--- src/rtl/ivl_timer_pkg.sv ---
package ivl_timer_pkg;

  localparam int CTRL_W = 11;
  localparam int OFS_W  = 2;

  // Control/status bit positions (software decodes these)
  localparam int CB_MODE = 0;   // stored only
  localparam int CB_DOWN = 1;
  localparam int CB_GEN  = 2;   // stored only
  localparam int CB_CAPT = 3;   // stored only
  localparam int CB_AUTO = 4;
  localparam int CB_HOLD = 5;
  localparam int CB_IEN  = 6;
  localparam int CB_RUN  = 7;
  localparam int CB_FLAG = 8;
  localparam int CB_PWM  = 9;   // stored only
  localparam int CB_ALL  = 10;  // stored only

  // Bits taken directly from a control write (flag handled separately)
  localparam logic [CTRL_W-1:0] CTRL_WR_MASK = 11'b110_1111_1111;

  typedef enum logic [OFS_W-1:0] {
    OFS_CTRL  = 2'd0,
    OFS_LOAD  = 2'd1,
    OFS_COUNT = 2'd2,
    OFS_SPARE = 2'd3
  } regOfs_e;

  typedef struct packed {
    logic wrCtrl;
    logic wrLoad;
  } chanStrobe_t;

endpackage

--- src/rtl/ivl_timer_chan.sv ---
module ivl_timer_chan
  import ivl_timer_pkg::*;
#(
  parameter int DATA_W = 32
) (
  input  logic              clk,
  input  logic              rstN,
  input  logic              tickEn,
  input  chanStrobe_t       strobe,
  input  logic [DATA_W-1:0] wdata,
  output logic [CTRL_W-1:0] ctrlReg,
  output logic [DATA_W-1:0] loadReg,
  output logic [DATA_W-1:0] countReg,
  output logic              irqReq
);

  logic atEnd;
  logic countDown;
  logic stepOk;

  assign countDown = ctrlReg[CB_DOWN];
  assign atEnd     = countDown ? (countReg == '0) : (countReg == '1);
  assign stepOk    = ctrlReg[CB_RUN] && !ctrlReg[CB_HOLD] && tickEn;
  assign irqReq    = ctrlReg[CB_FLAG] && ctrlReg[CB_IEN];

  always_ff @(posedge clk) begin
    if (!rstN) begin
      ctrlReg  <= '0;
      loadReg  <= '0;
      countReg <= '0;
    end else begin
      if (strobe.wrLoad) begin
        loadReg <= wdata;
      end
      if (strobe.wrCtrl) begin
        ctrlReg          <= wdata[CTRL_W-1:0] & CTRL_WR_MASK;
        ctrlReg[CB_FLAG] <= ctrlReg[CB_FLAG] & ~wdata[CB_FLAG];
        if (wdata[CB_RUN] || wdata[CB_HOLD]) begin
          countReg <= loadReg;
        end
      end else if (ctrlReg[CB_HOLD]) begin
        countReg <= loadReg;
      end else if (stepOk) begin
        if (atEnd) begin
          ctrlReg[CB_FLAG] <= 1'b1;
          if (ctrlReg[CB_AUTO]) begin
            countReg <= loadReg;
          end else begin
            ctrlReg[CB_RUN] <= 1'b0;
          end
        end else if (countDown) begin
          countReg <= countReg - 1'b1;
        end else begin
          countReg <= countReg + 1'b1;
        end
      end
    end
  end

  // single decrement per tick
  a_r6_down_step: assert property (@(posedge clk) disable iff (!rstN)
    (stepOk && countDown && !strobe.wrCtrl && countReg != '0)
      |=> countReg == $past(countReg) - 1'b1);

  // single increment per tick
  a_r7_up_step: assert property (@(posedge clk) disable iff (!rstN)
    (stepOk && !countDown && !strobe.wrCtrl && countReg != '1)
      |=> countReg == $past(countReg) + 1'b1);

  // hold tracks the reload value
  a_r9_hold_follow: assert property (@(posedge clk) disable iff (!rstN)
    (ctrlReg[CB_HOLD] && !strobe.wrCtrl) |=> countReg == $past(loadReg));

  // stopped counter is frozen
  a_r10_frozen: assert property (@(posedge clk) disable iff (!rstN)
    (!ctrlReg[CB_RUN] && !ctrlReg[CB_HOLD] && !strobe.wrCtrl) |=> $stable(countReg));

  // no tick, no change
  a_r12_no_tick: assert property (@(posedge clk) disable iff (!rstN)
    (!tickEn && !ctrlReg[CB_HOLD] && !strobe.wrCtrl) |=> $stable(countReg));

  // write-one clears the flag
  a_r4_flag_clear: assert property (@(posedge clk) disable iff (!rstN)
    (strobe.wrCtrl && wdata[CB_FLAG]) |=> !ctrlReg[CB_FLAG]);

  // flag rises only on a tick
  a_r8_flag_on_tick: assert property (@(posedge clk) disable iff (!rstN)
    $rose(ctrlReg[CB_FLAG]) |-> $past(tickEn));

endmodule

--- src/rtl/ivl_timer_datapath.sv ---
module ivl_timer_datapath
  import ivl_timer_pkg::*;
#(
  parameter int NUM_CH = 2,
  parameter int DATA_W = 32
) (
  input  logic                           clk,
  input  logic                           rstN,
  input  logic                           tickEn,
  input  chanStrobe_t [NUM_CH-1:0]       strobes,
  input  logic [DATA_W-1:0]              wdata,
  output logic [NUM_CH-1:0][CTRL_W-1:0]  chanCtrl,
  output logic [NUM_CH-1:0][DATA_W-1:0]  chanLoad,
  output logic [NUM_CH-1:0][DATA_W-1:0]  chanCount,
  output logic [NUM_CH-1:0]              irqReq
);

  for (genvar i = 0; i < NUM_CH; i++) begin : gChan
    ivl_timer_chan #(.DATA_W(DATA_W)) uChan (
      .clk     (clk),
      .rstN    (rstN),
      .tickEn  (tickEn),
      .strobe  (strobes[i]),
      .wdata   (wdata),
      .ctrlReg (chanCtrl[i]),
      .loadReg (chanLoad[i]),
      .countReg(chanCount[i]),
      .irqReq  (irqReq[i])
    );
  end

endmodule

--- src/rtl/ivl_timer_ctrl.sv ---
module ivl_timer_ctrl
  import ivl_timer_pkg::*;
#(
  parameter int NUM_CH = 2,
  parameter int DATA_W = 32,
  parameter int CH_W   = 1,
  localparam int ADDR_W = CH_W + OFS_W
) (
  input  logic                           clk,
  input  logic                           rstN,
  input  logic                           regWr,
  input  logic [ADDR_W-1:0]              regAddr,
  input  logic [NUM_CH-1:0][CTRL_W-1:0]  chanCtrl,
  input  logic [NUM_CH-1:0][DATA_W-1:0]  chanLoad,
  input  logic [NUM_CH-1:0][DATA_W-1:0]  chanCount,
  output chanStrobe_t [NUM_CH-1:0]       strobes,
  output logic [DATA_W-1:0]              regRdata
);

  logic [CH_W-1:0] chanIdx;
  regOfs_e         regOfs;

  assign chanIdx = regAddr[ADDR_W-1:OFS_W];
  assign regOfs  = regOfs_e'(regAddr[OFS_W-1:0]);

  always_comb begin
    for (int i = 0; i < NUM_CH; i++) begin
      strobes[i].wrCtrl = regWr && (chanIdx == CH_W'(i)) && (regOfs == OFS_CTRL);
      strobes[i].wrLoad = regWr && (chanIdx == CH_W'(i)) && (regOfs == OFS_LOAD);
    end
  end

  always_comb begin
    regRdata = '0;
    for (int i = 0; i < NUM_CH; i++) begin
      if (chanIdx == CH_W'(i)) begin
        unique case (regOfs)
          OFS_CTRL:  regRdata = DATA_W'(chanCtrl[i]);
          OFS_LOAD:  regRdata = chanLoad[i];
          OFS_COUNT: regRdata = chanCount[i];
          OFS_SPARE: regRdata = '0;
        endcase
      end
    end
  end

  // at most one register written per cycle
  a_r2_one_strobe: assert property (@(posedge clk) disable iff (!rstN)
    $onehot0(strobes));

  // counter and spare slots never produce a write
  a_r2_ro_slots: assert property (@(posedge clk) disable iff (!rstN)
    (regWr && (regOfs == OFS_COUNT || regOfs == OFS_SPARE)) |-> (strobes == '0));

endmodule

--- src/rtl/ivl_timer_bank.sv ---
module ivl_timer_bank
  import ivl_timer_pkg::*;
#(
  parameter int NUM_CH = 2,
  parameter int DATA_W = 32,
  localparam int CH_W   = (NUM_CH > 1) ? $clog2(NUM_CH) : 1,
  localparam int ADDR_W = CH_W + OFS_W
) (
  input  logic              clk,
  input  logic              rstN,
  input  logic              tickEn,
  input  logic              regWr,
  input  logic [ADDR_W-1:0] regAddr,
  input  logic [DATA_W-1:0] regWdata,
  output logic [DATA_W-1:0] regRdata,
  output logic              irqOut
);

  chanStrobe_t [NUM_CH-1:0]       strobes;
  logic [NUM_CH-1:0][CTRL_W-1:0]  chanCtrl;
  logic [NUM_CH-1:0][DATA_W-1:0]  chanLoad;
  logic [NUM_CH-1:0][DATA_W-1:0]  chanCount;
  logic [NUM_CH-1:0]              irqReq;

  ivl_timer_ctrl #(
    .NUM_CH(NUM_CH),
    .DATA_W(DATA_W),
    .CH_W  (CH_W)
  ) uCtrl (
    .clk      (clk),
    .rstN     (rstN),
    .regWr    (regWr),
    .regAddr  (regAddr),
    .chanCtrl (chanCtrl),
    .chanLoad (chanLoad),
    .chanCount(chanCount),
    .strobes  (strobes),
    .regRdata (regRdata)
  );

  ivl_timer_datapath #(
    .NUM_CH(NUM_CH),
    .DATA_W(DATA_W)
  ) uData (
    .clk      (clk),
    .rstN     (rstN),
    .tickEn   (tickEn),
    .strobes  (strobes),
    .wdata    (regWdata),
    .chanCtrl (chanCtrl),
    .chanLoad (chanLoad),
    .chanCount(chanCount),
    .irqReq   (irqReq)
  );

  assign irqOut = |irqReq;

  // interrupt low out of reset until a flag can exist
  a_r11_irq_needs_flag: assert property (@(posedge clk) disable iff (!rstN)
    $rose(irqOut) |-> ($past(tickEn) || $past(regWr)));

endmodule

--- config.mk ---
export PLATFORM = sky130hd
export DESIGN_NAME = ivl_timer_bank
export DESIGN_NICKNAME = d
export VERILOG_FILES = /design/src/rtl/ivl_timer_pkg.sv /design/src/rtl/ivl_timer_chan.sv /design/src/rtl/ivl_timer_datapath.sv /design/src/rtl/ivl_timer_ctrl.sv /design/src/rtl/ivl_timer_bank.sv
export SDC_FILE = /design/constraint.sdc
export NUM_CORES = 1
export LEC_CHECK = 0
export CAP_MARGIN = 10
export CORE_MARGIN = 10
export CORE_UTILIZATION = 59
export DETAILED_ROUTE_END_ITERATION = 10
export DONT_BUFFER_PORTS = 1
export PLACE_DENSITY_LB_ADDON = 0.08
export SLEW_MARGIN = 0
export SYNTH_ARGS = -nofsm -noshare
export SYNTH_HDL_FRONTEND = slang
export SYNTH_SLANG_ARGS = --single-unit
export TNS_END_PERCENT = 5
--- constraint.sdc ---
create_clock -name clk -period 3.36 [get_ports clk]
set_input_delay 0.168 -clock clk [delete_from_list [all_inputs] [get_ports clk]]
set_output_delay 0.168 -clock clk [all_outputs]
set_load 0.05 [all_outputs]
### Word-level counts from Yosys, hierarchy flattened

Index checks and enable logic that the tools add are counted.

| storage, ports and cells | value |
|---|---|
| bits of input ports | 39 |
| flip-flop bits (word level) | 150 |
| word-level logic and storage cells | 91 |

| cells by class | value |
|---|---|
| $add $sub $neg | 4 |
| bitwise operators | 4 |
| equality and inequality tests | 13 |
| reductions and logical operators | 31 |
| multiplexer cells | 29 |

Operators by type and width:

| operator | number |
|---|---|
| two-way mux 32 bit | 15 |
| one-hot mux 32 bit (4 select lines) | 2 |
| adder 32 x 1 -> 32 bit, second input constant | 2 |
| == test 32 bit, second input constant | 2 |
| logical NOT 32 bit | 2 |
| subtractor 32 x 1 -> 32 bit, second input constant | 2 |
| two-way mux 2 bit | 8 |
| logical AND 1 bit | 12 |
| AND reduction 3 bit | 4 |
| inequality test 2 bit, second input constant | 4 |
| inequality test 4 bit, second input constant | 2 |
| AND reduction 4 bit | 2 |
| nonzero test 2 bit | 4 |
| nonzero test 3 bit | 2 |
| == test 2 bit, second input constant | 2 |
| two-way mux 1 bit | 4 |
| inequality test 2 x 1 -> 1 bit, second input constant | 2 |
| bitwise AND 1 bit | 2 |
| == test 2 x 1 -> 1 bit, second input constant | 1 |
| logical NOT 1 bit | 2 |
| logical NOT 2 bit | 1 |
| inverter 1 bit | 2 |
| OR reduction 2 bit | 1 |
| logical OR 1 bit | 1 |

### Logic depth before layout (Yosys ltp)

Gate-level depths: netlist (run 1).

| depth | value |
|---|---|
| depth after elaboration | 6 |
| mapped depth | 11 |

### Hierarchy

From an unflattened synthesis (run 1), not the netlist that was laid out.

| second synthesis, totals | value |
|---|---|
| cells, all modules | 1321 |
| area total of the unflattened synthesis | 10903.0 µm² |

Modules (own cells, without submodules):

| module | times used | seq. area each (µm²) | cells each | area an instance (µm²) |
|---|---|---|---|---|
| ivl_timer_chan at uData.gChan[0].uChan | 1 | 1501.4 | 609 | 4997.3 |
| ivl_timer_chan at uData.gChan[1].uChan | 1 | 1501.4 | 549 | 4626.9 |
| ivl_timer_ctrl | 1 | 0.0 | 162 | 1272.5 |
| ivl_timer_bank | 1 | 0.0 | 1 | 6.3 |

### Least setup slack after synthesis (run 1)

No wires, ideal clock.

| path | value |
|---|---|
| path kind | flip-flop to flip-flop |
| start point | register uData.gChan[1].uChan.ctrlReg[1] |
| end point | register uData.gChan[1].uChan.countReg[29] |
| setup slack | -0.049 ns |
| data required time | 3.244 ns |
| clock period less this slack | 3.409 ns |
| path buffers | 0 |
| cell stages (with the launch flop) | 11 |
| arrival | 3.292 ns |
| cell sequence | dfxtp_1 ha_1 a21o_1 a21o_1 a2111oi_0 o31a_2 o31ai_4 a31o_2 a31oi_1 o211ai_1 a31o_2 |

| on the way | value |
|---|---|
| cells in the longest elaborated chain, start to end | 5 |
| elaborated cells between the ends (all ways) | 8 |

Ends and longest elaborated chain:

| element | line | source |
|---|---|---|
| start: declaration | ivl_timer_chan.sv:11 | `output logic [CTRL_W-1:0] ctrlReg,` |
| start signal: assignment | ivl_timer_chan.sv:36 | `ctrlReg <= wdata[CTRL_W-1:0] & CTRL_WR_MASK;` |
| start signal: indexed assignment | ivl_timer_chan.sv:37 | `ctrlReg[CB_FLAG] <= ctrlReg[CB_FLAG] & ~wdata[CB_FLAG];` |
| two-way mux 32 bit / two-way mux 1 bit (equally long branches) | ivl_timer_chan.sv:51, ivl_timer_chan.sv:22 |  |
| two-way mux 32 bit | ivl_timer_chan.sv:44 | `if (atEnd) begin` |
| two-way mux 32 bit | ivl_timer_chan.sv:43 | `end else if (stepOk) begin` |
| two-way mux 32 bit | ivl_timer_chan.sv:41 | `end else if (ctrlReg[CB_HOLD]) begin` |
| two-way mux 32 bit | ivl_timer_chan.sv:35 | `if (strobe.wrCtrl) begin` |
| end signal: assignment | ivl_timer_chan.sv:39 | `countReg <= loadReg;` |
| end signal: assignment | ivl_timer_chan.sv:42 | `countReg <= loadReg;` |
| end signal: assignment | ivl_timer_chan.sv:47 | `countReg <= loadReg;` |
| end: declaration | ivl_timer_chan.sv:13 | `output logic [DATA_W-1:0] countReg,` |

Several ways; a longest one is shown, not always the timed one. The select of a mux whose other input is x is not followed.
A chain may end at the register's enable or synchronous reset.

### Final worst setup path (run 1)

| path | value |
|---|---|
| start point | register uData.gChan[0].uChan.ctrlReg[1] |
| end point | register uData.gChan[0].uChan.countReg[31] |

| on the way | value |
|---|---|
| cells in the longest elaborated chain, start to end | 5 |
| elaborated cells between the ends (all ways) | 8 |

Ends and longest elaborated chain:

| element | line |
|---|---|
| start: declaration | ivl_timer_chan.sv:11 |
| start signal: assignment | ivl_timer_chan.sv:36 |
| start signal: indexed assignment | ivl_timer_chan.sv:37 |
| two-way mux 32 bit / two-way mux 1 bit (equally long branches) | ivl_timer_chan.sv:51, ivl_timer_chan.sv:22 |
| two-way mux 32 bit | ivl_timer_chan.sv:44 |
| two-way mux 32 bit | ivl_timer_chan.sv:43 |
| two-way mux 32 bit | ivl_timer_chan.sv:41 |
| two-way mux 32 bit | ivl_timer_chan.sv:35 |
| end signal: assignment | ivl_timer_chan.sv:39 |
| end signal: assignment | ivl_timer_chan.sv:42 |
| end signal: assignment | ivl_timer_chan.sv:47 |
| end: declaration | ivl_timer_chan.sv:13 |

Several ways; a longest one is shown, not always the timed one. The select of a mux whose other input is x is not followed.

==> results_tabular.tex, run 1 <==
\begin{tabular}{lr}
\hline
Metric & Value \\
\hline
\multicolumn{2}{l}{\textbf{Outcome}} \\
\quad Result of the run & complete, no violations \\
\multicolumn{2}{l}{\textbf{Worst setup path}} \\
\quad Count of cells along the worst register-to-register path & 11 \\
\quad Terminus of the critical flop-to-flop path & uData.gChan[0].uChan.countReg[31] \\
\quad Critical path startpoint category & register \\
\quad Biggest fanout along the worst timing path & 18 \\
\quad Worst reg2reg path startpoint & uData.gChan[0].uChan.ctrlReg[1] \\
\quad Arrival time at the worst endpoint & 3500 ps \\
\quad Type of the worst setup path & reg2reg \\
\quad Category of the worst setup path capture point & register \\
\quad FF-to-FF setup slack & 210 ps \\
\quad Critical Path RT & 3710 ps \\
\quad Worst setup path startpoint & uData.gChan[0].uChan.ctrlReg[1] \\
\multicolumn{2}{l}{\textbf{Clocking}} \\
\quad Clock root buffer & sky130\_fd\_sc\_hd\_\_clkbuf\_16 \\
\quad Clock input transition at the sequential cells of the worst setup and hold paths & 60 ps \\
\quad CTS max path bufs & 2 \\
\quad H-tree levels & 4 \\
\quad TritonCTS buffer count & 17 \\
\quad Buffer count from post-CTS setup fixing & 0 \\
\quad Clock tree from TritonCTS & built \\
\quad Number of clock sinks & 150 \\
\quad Clock latency reported for the late side of the worst-skew pair & 430 ps \\
\multicolumn{2}{l}{\textbf{Layout}} \\
\quad Post-route insts no fill & roughly 1700 \\
\quad Area of all placed cells without fillers & about 12000 um\^{}2 \\
\quad Fillers & 1500 \\
\quad Proportion of layout cells with a drive suffix above 1 & 8.72\% \\
\quad P\&R area growth vs syn & 12.6\% \\
\quad Layout Utilization & approximately two thirds \\
\quad Number of nets in the final layout & 1521 \\
\multicolumn{2}{l}{\textbf{Die}} \\
\quad Number of top-level design ports & 72 \\
\quad Row cnt & 48 \\
\quad Chip height & 153 um \\
\quad Chip Width & 153 um \\
\quad Starting density of the core & between 60\% and 70\% \\
\quad Total Die Area & 23300 um\^{}2 \\
\quad Placeable Area & between 15000 and 20000 um\^{}2 \\
\multicolumn{2}{l}{\textbf{Place}} \\
\quad Number of placed instances with taps included & 1593 \\
\quad I/O Buffers & 0 \\
\quad Final Wtd Congestion & 0.959 \\
\quad Sum of net half-perimeters after detailed placement & 23500 um \\
\quad Post-Place Cell Area & 10800 um\^{}2 \\
\quad Setup slack after placement & 202 ps \\
\multicolumn{2}{l}{\textbf{Hold path}} \\
\quad Depth of the worst hold-timing path & 3 \\
\quad Hold Crit Start & rstN \\
\quad Class of the worst hold path & in2reg \\
\quad Capture endpoint of the worst hold path & uData.gChan[1].uChan.countReg[29] \\
\multicolumn{2}{l}{\textbf{Route}} \\
\quad Via count & 10800 \\
\quad Routed wire length per instance & $\sim$20 um \\
\quad Total length of routed wires & between 30000 and 40000 um \\
\quad Violation count after the first detailed-routing iteration & 1322 \\
\quad Per-cell via count in the routed design & roughly 6.5 \\
\quad Initial DRT Pass Iterations & 5 \\
\quad Final antenna-violating net count & 0 \\
\quad Total DRC errors in the routed layout & 0 \\
\multicolumn{2}{l}{\textbf{STA}} \\
\quad Fin Setup TNS & 0 ps \\
\quad Worst-margin pin slew & 1140 ps \\
\quad Worst-case setup margin in the final layout & 208 ps \\
\quad Fraction of the cycle the final worst path needs & a little over nine tenths \\
\quad Max-slew headroom at the worst pin & 23.8\% \\
\quad Final setup fails & 0 \\
\quad Final slew viol count & 0 \\
\quad Final period demand of the worst path & 3150 ps \\
\quad Clock Skews & 7.56 ps \\
\quad RSZ-0062 raised after global routing & no \\
\quad Number of endpoints with negative hold slack in the final report & 0 \\
\quad Top achievable clock speed & between 300 and 400 MHz \\
\multicolumn{2}{l}{\textbf{Power}} \\
\quad Leak pwr & between 4 and 5 nW \\
\quad Power density over the cells & 384 nW/um\^{}2 \\
\quad Worst vdd rail ir drop & 0.394 mV \\
\multicolumn{2}{l}{\textbf{GRT}} \\
\quad Antenna violations before repair & 2 \\
\quad Grt ovf & 0 \\
\quad Aggregate global-route resource usage & approximately 27\% \\
\quad First-pass GRT wire length & 54000 um \\
\quad Pin count of the biggest net entering global routing & between 70 and 80 \\
\quad Vias in the first global route & between 10000 and 15000 \\
\multicolumn{2}{l}{\textbf{Synth}} \\
\quad Leading cell type by number of instances after synthesis & sky130\_fd\_sc\_hd\_\_nand2\_1 \\
\quad Post-synthesis cell type with the largest combined area & sky130\_fd\_sc\_hd\_\_dfxtp\_1 \\
\quad Dominant cells by area after synthesis & sky130\_fd\_sc\_hd\_\_dfxtp\_1 (29\%), sky130\_fd\_sc\_hd\_\_a21oi\_1 (10\%), sky130\_fd\_sc\_hd\_\_nand2\_1 (9.7\%), sky130\_fd\_sc\_hd\_\_ha\_1 (7.2\%), sky130\_fd\_sc\_hd\_\_nor2\_1 (3.5\%) \\
\quad Share of synthesized area occupied by flip-flops and latches & roughly 29\% \\
\quad Cell Area, Synth & 10400 um\^{}2 \\
\quad Syn\_nets & 1500 \\
\quad Top-area cell type share of the netlist area & 29.0\% \\
\quad Number of synthesized register bits & 150 \\
\quad List of most frequent post-synthesis cells & sky130\_fd\_sc\_hd\_\_nand2\_1 (267), sky130\_fd\_sc\_hd\_\_a21oi\_1 (210), sky130\_fd\_sc\_hd\_\_dfxtp\_1 (150), sky130\_fd\_sc\_hd\_\_nor2\_1 (98), sky130\_fd\_sc\_hd\_\_clkbuf\_1 (72) \\
\quad Post-Synthesis Cells & 1399 \\
\quad Post-synthesis async set-or-reset flop share & 0\% \\
\quad Yosys synthesis warning count & 0 \\
\quad Count of cell types in the netlist & 78 \\
\quad Mean cell area of the mapped netlist & $\sim$7.4 um\^{}2 \\
\quad Count of flip-flops with a built-in enable after synthesis & 0 \\
\quad Prevailing post-synth register cell & sky130\_fd\_sc\_hd\_\_dfxtp\_1 \\
\multicolumn{2}{l}{\textbf{Job}} \\
\quad Max-capacitance violation count & 0 \\
\hline
\end{tabular}
-- through the flow --
step	power (mW)	hold slack (ps)
final	4.48	67.1
after global routing	4.63	70.8
after CTS	4.47	47.8
after detailed placement	2.63	298
after global placement	2.62	296
after floorplan	2.46	297
-- worst max path at each step --
stage	endpoint	slack (ps)	cells after the start
after floorplan	uData.gChan[0].uChan.countReg[24]	-40	10
after global placement	uData.gChan[0].uChan.countReg[31]	290	11
after detailed placement	uData.gChan[0].uChan.countReg[31]	200	11
after CTS	uData.gChan[0].uChan.countReg[31]	140	11
after global routing	uData.gChan[0].uChan.countReg[31]	20	11
final	uData.gChan[0].uChan.countReg[31]	210	11
-- worst max-delay path, cell delays in order (launching register included) --
cell	delay, ps
sky130_fd_sc_hd__dfxtp_1	450
sky130_fd_sc_hd__buf_6	230
sky130_fd_sc_hd__ha_1	300
sky130_fd_sc_hd__a21oi_1	200
sky130_fd_sc_hd__nor2_1	90
sky130_fd_sc_hd__nor4b_4	340
sky130_fd_sc_hd__o21ai_1	190
sky130_fd_sc_hd__a311o_1	390
sky130_fd_sc_hd__o21ai_2	180
sky130_fd_sc_hd__mux2i_1	120
sky130_fd_sc_hd__a2111o_1	420
sky130_fd_sc_hd__a31oi_1	180
-- cells by family after synthesis --
| logic type | after synthesis | synth area share, % |
|---|---|---|
| mux | 30 | 2.91 |
| buf+inv | 111 | 4.36 |
| simple gates | 515 | 22.0 |
| xor+xnor | 41 | 3.46 |
| fa+ha+maj | 62 | 7.63 |
| flops | 150 | 29.0 |
| compound gates | 490 | 30.7 |
-- power by group --
group	internal [mW]	switching, mW
Combinational	0.264	0.480
Clock	1.03	0.783
Sequential	1.84	0.0817
-- layout by cell type, fill, tap and decap left out, types with 8 or more instances in the layout --
cell type and count:
sky130_fd_sc_hd__xor2_1 13, sky130_fd_sc_hd__clkbuf_16 17, sky130_fd_sc_hd__and3_1 15, sky130_fd_sc_hd__nor3_1 23, sky130_fd_sc_hd__a311oi_1 11, sky130_fd_sc_hd__xnor2_1 28
sky130_fd_sc_hd__dlygate4sd3_1 33, sky130_fd_sc_hd__ha_1 60, sky130_fd_sc_hd__a211oi_1 26, sky130_fd_sc_hd__buf_4 60, sky130_fd_sc_hd__nand4_1 24, sky130_fd_sc_hd__a21oi_1 210
sky130_fd_sc_hd__dfxtp_1 149, sky130_fd_sc_hd__o211ai_1 10, sky130_fd_sc_hd__a221oi_1 23, sky130_fd_sc_hd__o21a_1 9, sky130_fd_sc_hd__a31oi_1 27, sky130_fd_sc_hd__o21bai_1 8
sky130_fd_sc_hd__o21ai_0 43, sky130_fd_sc_hd__inv_1 17, sky130_fd_sc_hd__nor4_1 13, sky130_fd_sc_hd__nor2_1 97, sky130_fd_sc_hd__mux2i_1 29, sky130_fd_sc_hd__nand2_1 267
sky130_fd_sc_hd__a22oi_1 21, sky130_fd_sc_hd__a21o_1 40, sky130_fd_sc_hd__nand3_1 32, sky130_fd_sc_hd__or3_1 12
-- layer usage --
layer | wire length, um | global-route usage [%] | up-vias | part of all wire (%)
met3 | 2400 | 4.01 | 98 | 7.2
met2 | 15000 | 42.9 | 474 | 45
li1 | - | - | 5185 | -
met1 | 14600 | 37.2 | 5086 | 44
met4 | 1100 | 10.5 | 0 | 3.3
met5 | 0 | 0 | - | 0
-- layout make-up --
cell class	count	area [um^2]	share of cell area, %
antenna	2	5.00	0.0429
inverter	18	70.1	0.600
clock inverter	12	104	0.890
multi-input combinational	1138	6950	59.5
sequential	150	3000	25.7
clock buffer	20	447	3.83
tap	225	282	2.41
timing repair buffer	95	812	6.96
-- flip-flops by register name, summed over array words and instances (netlist names) --
signal	count
uData.gChan.uChan.countReg	64
uData.gChan.uChan.loadReg	64
uData.gChan.uChan.ctrlReg	22
-- timing repair --
item                                   CTS  global route
setup endpoints to repair                0             1
endpoints found under the hold margin  111             0
hold buffers                            33             0
gates resized for setup                  0             2
(Power assumes the default switching activity.)
==> run 2: changes to the inputs <==
--- a/config.mk
+++ b/config.mk
@@ -11,8 +11,10 @@
 export DETAILED_ROUTE_END_ITERATION = 10
 export DONT_BUFFER_PORTS = 1
+export HOLD_SLACK_MARGIN = 0.03
 export PLACE_DENSITY_LB_ADDON = 0.08
 export SLEW_MARGIN = 0
 export SYNTH_ARGS = -nofsm -noshare
 export SYNTH_HDL_FRONTEND = slang
+export SYNTH_HIERARCHICAL = 1
 export SYNTH_SLANG_ARGS = --single-unit
 export TNS_END_PERCENT = 5
==> constraint.sdc (replaced) <==
create_clock -name clk -period 3.36 [get_ports clk]
set_input_delay 0.504 -clock clk [delete_from_list [all_inputs] [get_ports clk]]
set_output_delay 0.504 -clock clk [all_outputs]
set_load 0.05 [all_outputs]
==> run 2 against run 1 <==
Via count shrank 7.2%. Total power grew 4.7%. Register-to-register slack about the same. Synthesized cell count decreased by 5.6%. Clock power up 13%. Critical endpoint is now uData/gChan[1].uChan/countReg[30]. Largest power group is now clock.
==> results_tabular.tex, run 2 <==
\begin{tabular}{lr}
\hline
Metric & Value \\
\hline
\multicolumn{2}{l}{\textbf{Synth}} \\
\quad Prevailing post-synth register cell & sky130\_fd\_sc\_hd\_\_dfxtp\_1 \\
\quad Cell Area, Synth & 10900 um\^{}2 (+5.2\%) \\
\quad Post-Synthesis Cells & 1321 (-5.6\%) \\
\quad Share of synthesized area occupied by flip-flops and latches & 27.5\% (-1.4 points) \\
\quad Count of cell types in the netlist & 82 (+5.1\%) \\
\quad Mean cell area of the mapped netlist & 8.25 um\^{}2 (+11\%) \\
\quad Number of synthesized register bits & 150 (unchanged) \\
\quad Dominant cells by area after synthesis & sky130\_fd\_sc\_hd\_\_dfxtp\_1 (28\%), sky130\_fd\_sc\_hd\_\_mux2i\_1 (8.3\%), sky130\_fd\_sc\_hd\_\_ha\_1 (6.9\%), sky130\_fd\_sc\_hd\_\_a21oi\_1 (5.1\%), sky130\_fd\_sc\_hd\_\_nand2\_1 (4.8\%) \\
\quad Post-synthesis async set-or-reset flop share & 0\% (unchanged) \\
\quad Syn\_nets & 1422 (-5.2\%) \\
\quad Yosys synthesis warning count & 6 (+6) \\
\quad Top-area cell type share of the netlist area & 27.5\% (-1.4 points) \\
\quad Leading cell type by number of instances after synthesis & sky130\_fd\_sc\_hd\_\_dfxtp\_1 \\
\quad List of most frequent post-synthesis cells & sky130\_fd\_sc\_hd\_\_dfxtp\_1 (150), sky130\_fd\_sc\_hd\_\_nand2\_1 (139), sky130\_fd\_sc\_hd\_\_a21oi\_1 (112), sky130\_fd\_sc\_hd\_\_nor2\_1 (103), sky130\_fd\_sc\_hd\_\_mux2i\_1 (90) \\
\quad Count of flip-flops with a built-in enable after synthesis & 0 (unchanged) \\
\quad Post-synthesis cell type with the largest combined area & sky130\_fd\_sc\_hd\_\_dfxtp\_1 \\
\multicolumn{2}{l}{\textbf{Route}} \\
\quad Per-cell via count in the routed design & 6.49 (-0.59\%) \\
\quad Routed wire length per instance & 21.1 um (+5.5\%) \\
\quad Violation count after the first detailed-routing iteration & 1017 (-23\%) \\
\quad Final antenna-violating net count & 0 (unchanged) \\
\quad Via count & 10100 (-7.2\%) \\
\quad Initial DRT Pass Iterations & 6 (+1) \\
\quad Total length of routed wires & 32600 um (-1.6\%) \\
\quad Total DRC errors in the routed layout & 0 (unchanged) \\
\multicolumn{2}{l}{\textbf{Clocking}} \\
\quad Buffer count from post-CTS setup fixing & 0 (unchanged) \\
\quad CTS max path bufs & 2 (unchanged) \\
\quad Number of clock sinks & 150 (unchanged) \\
\quad Hold buffer count at CTS & 0 (-100\%) \\
\quad Clock root buffer & sky130\_fd\_sc\_hd\_\_clkbuf\_16 \\
\quad Clock tree from TritonCTS & built \\
\quad TritonCTS buffer count & 17 (unchanged) \\
\quad Clock input transition at the sequential cells of the worst setup and hold paths & 60 ps (about the same) \\
\quad Clock latency reported for the late side of the worst-skew pair & 430 ps (about the same) \\
\quad Number of instances resized during post-cts repair & 0 (unchanged) \\
\quad H-tree levels & 4 (unchanged) \\
\multicolumn{2}{l}{\textbf{Worst setup path}} \\
\quad Cell at the slowest stage of the critical path & sky130\_fd\_sc\_hd\_\_o31ai\_2 \\
\quad Biggest fanout along the worst timing path & 6 (-12) \\
\quad Type of the worst setup path & reg2reg \\
\quad Count of cells along the worst register-to-register path & 10 (-1) \\
\quad FF-to-FF setup slack & 190 ps (about the same) \\
\quad Category of the worst setup path capture point & register \\
\quad Arrival time at the worst endpoint & 3490 ps (about the same) \\
\quad Sequence of cells on the critical path & nor4\_1, nand4\_1, nor4\_2, nand4\_1, o21ai\_2, a21oi\_2, o31ai\_2, nor2\_1, a221oi\_2, nor2b\_1 \\
\quad Biggest cell delay along the critical path & 590 ps (+140 ps) \\
\quad Critical Path RT & 3680 ps (-30 ps) \\
\quad Critical path startpoint category & register \\
\quad Cell repeated most along the worst path & sky130\_fd\_sc\_hd\_\_nand4\_1 \\
\multicolumn{2}{l}{\textbf{Layout}} \\
\quad Number of nets in the final layout & 1408 (-7.4\%) \\
\quad Post-route insts no fill & 1549 (-6.7\%) \\
\quad Largest regs & uData/gChan.uChan/countReg: 64 flops, uData/gChan.uChan/loadReg: 64 flops, uData/gChan.uChan/ctrlReg: 22 flops \\
\quad Area of all placed cells without fillers & 11800 um\^{}2 (+1.1\%) \\
\quad Diodes inserted & 0 (-2) \\
\quad Leading cell type in the layout, fill and taps excluded & sky130\_fd\_sc\_hd\_\_dfxtp\_1 \\
\quad Top library cells by usage in the layout, fill and taps aside & sky130\_fd\_sc\_hd\_\_dfxtp\_1 (149), sky130\_fd\_sc\_hd\_\_nand2\_1 (139), sky130\_fd\_sc\_hd\_\_a21oi\_1 (112), sky130\_fd\_sc\_hd\_\_nor2\_1 (103), sky130\_fd\_sc\_hd\_\_mux2i\_1 (90) \\
\quad Proportion of layout cells with a drive suffix above 1 & 12.0\% (+3.3 points) \\
\quad P\&R area growth vs syn & 8.18\% \\
\multicolumn{2}{l}{\textbf{STA}} \\
\quad Final Hold Slack & 211 ps (+144 ps) \\
\quad Top achievable clock speed & 316 MHz (-0.45\%) \\
\quad RSZ-0062 raised after global routing & no \\
\quad Final setup fails & 0 (unchanged) \\
\quad Final slew viol count & 0 (unchanged) \\
\quad Fin Setup TNS & 0 ps (unchanged) \\
\quad Max-slew headroom at the worst pin & 30.0\% (+6.1 points) \\
\quad Worst-margin pin slew & 1050 ps (-88.2 ps) \\
\quad Number of endpoints with negative hold slack in the final report & 0 (unchanged) \\
\quad Final period demand of the worst path & 3170 ps (+14.4 ps) \\
\quad Clock Skews & 7.89 ps (+0.333 ps) \\
\quad Fraction of the cycle the final worst path needs & 94.3\% (+0.43 points) \\
\multicolumn{2}{l}{\textbf{Die}} \\
\quad Chip height & 156 um (+2.2\%) \\
\quad Row cnt & 49 (+2.1\%) \\
\quad Total Die Area & 24300 um\^{}2 (+4.5\%) \\
\quad Number of top-level design ports & 72 (unchanged) \\
\quad Chip Width & 156 um (+2.2\%) \\
\quad Placeable Area & 18100 um\^{}2 (+4.9\%) \\
\quad Starting density of the core & 60.3\% (+0.14 points) \\
\multicolumn{2}{l}{\textbf{Place}} \\
\quad Post-Place Cell Area & 11200 um\^{}2 (+3.6\%) \\
\quad Number of placed instances with taps included & 1517 (-4.8\%) \\
\quad I/O Buffers & 0 (unchanged) \\
\quad Sum of net half-perimeters after detailed placement & 23600 um (about the same) \\
\quad Final Wtd Congestion & 0.924 (-3.6\%) \\
\multicolumn{2}{l}{\textbf{GRT}} \\
\quad Pin count of the biggest net entering global routing & 94 (+29\%) \\
\quad Grt ovf & 0 (unchanged) \\
\quad Vias in the first global route & 9511 (-5.2\%) \\
\quad First-pass GRT wire length & 51700 um (-4.3\%) \\
\quad Antenna violations before repair & 1 (-1) \\
\quad Aggregate global-route resource usage & 26.3\% (-1.1 points) \\
\multicolumn{2}{l}{\textbf{Hold path}} \\
\quad Depth of the worst hold-timing path & 1 (-2) \\
\quad Class of the worst hold path & in2reg \\
\multicolumn{2}{l}{\textbf{Power}} \\
\quad Worst vdd rail ir drop & 0.366 mV (-7.0\%) \\
\quad Final total power & 4.69 mW (+4.7\%) \\
\quad Leak pwr & 4.49 nW (-5.0\%) \\
\quad Power density over the cells & 398 nW/um\^{}2 (+3.6\%) \\
\multicolumn{2}{l}{\textbf{Outcome}} \\
\quad Result of the run & complete, no violations \\
\multicolumn{2}{l}{\textbf{Job}} \\
\quad Max-capacitance violation count & 0 (unchanged) \\
\hline
\end{tabular}
==> run 2: changes by cell type after synthesis, moves of 19 or more <==
cell / before / now
sky130_fd_sc_hd__nor2b_1: 3 / 64
sky130_fd_sc_hd__o21ai_0: 43 / 62
sky130_fd_sc_hd__clkbuf_1: 72 / 40
sky130_fd_sc_hd__a21oi_1: 210 / 112
sky130_fd_sc_hd__nand2_1: 267 / 139
sky130_fd_sc_hd__mux2i_1: 29 / 90
==> run 2: area by class of cell <==
type	instances	area [um^2]
multi-input cells	1059	7320
fillers	1599	6290
flip-flops and latches	150	3000
repair buffers	57	465
clock buffers	19	443
well taps	229	287
clock inverters	13	195
inverters	22	82.6
==> run 2: critical path: cells and delay by family (launching register included) <==
| family | cells | cell delay, ps |
|---|---|---|
| flops | 1 | 370 |
| simple gates | 6 | 1560 |
| compound gates | 4 | 1110 |
==> run 2: per-layer routing <==
metal | global-route usage [%] | up-vias | wire length (um)
li1 | - | 4861 | -
met1 | 33.0 | 4745 | 13800
met2 | 42.3 | 397 | 14900
met3 | 7.20 | 55 | 3030
met4 | 9.98 | 0 | 891
met5 | 0 | - | 0
==> run 2: cells by family after synthesis <==
logic type,synth area share (%)
xor gates and xnor gates,4.26
muxes,10.8
AOI/OAI and AO/OA,25.1
buffers and inverters,5.73
DFF,27.5
and+or+nand+nor,19.3
adders and majority gates,7.25
==> run 2: power by group <==
| part | switching (mW) | internal [mW] |
|---|---|---|
| clock | 0.788 | 1.27 |
| combinational | 0.442 | 0.263 |
| sequential | 0.0882 | 1.84 |
==> run 2: final timing paths <==
| check | startpoint | end |
|---|---|---|
| min | rstN | uData/gChan[1].uChan/countReg[25] |
| min reg2reg | uData/gChan[0].uChan/loadReg[12] | uData/gChan[0].uChan/countReg[12] |
| max reg2reg | uData/gChan[1].uChan/countReg[1] | uData/gChan[1].uChan/countReg[30] |
| max | uData/gChan[1].uChan/countReg[1] | uData/gChan[1].uChan/countReg[30] |
==> run 2: per-stage QoR <==
stage,worst slack (ps),util [%]
2_1_floorplan,276,-
3_3_place_gp,402,61.7
3_5_place_dp,291,61.7
4_1_cts,302,65.2
5_1_grt,40.5,65.2
6_report,193,65.2
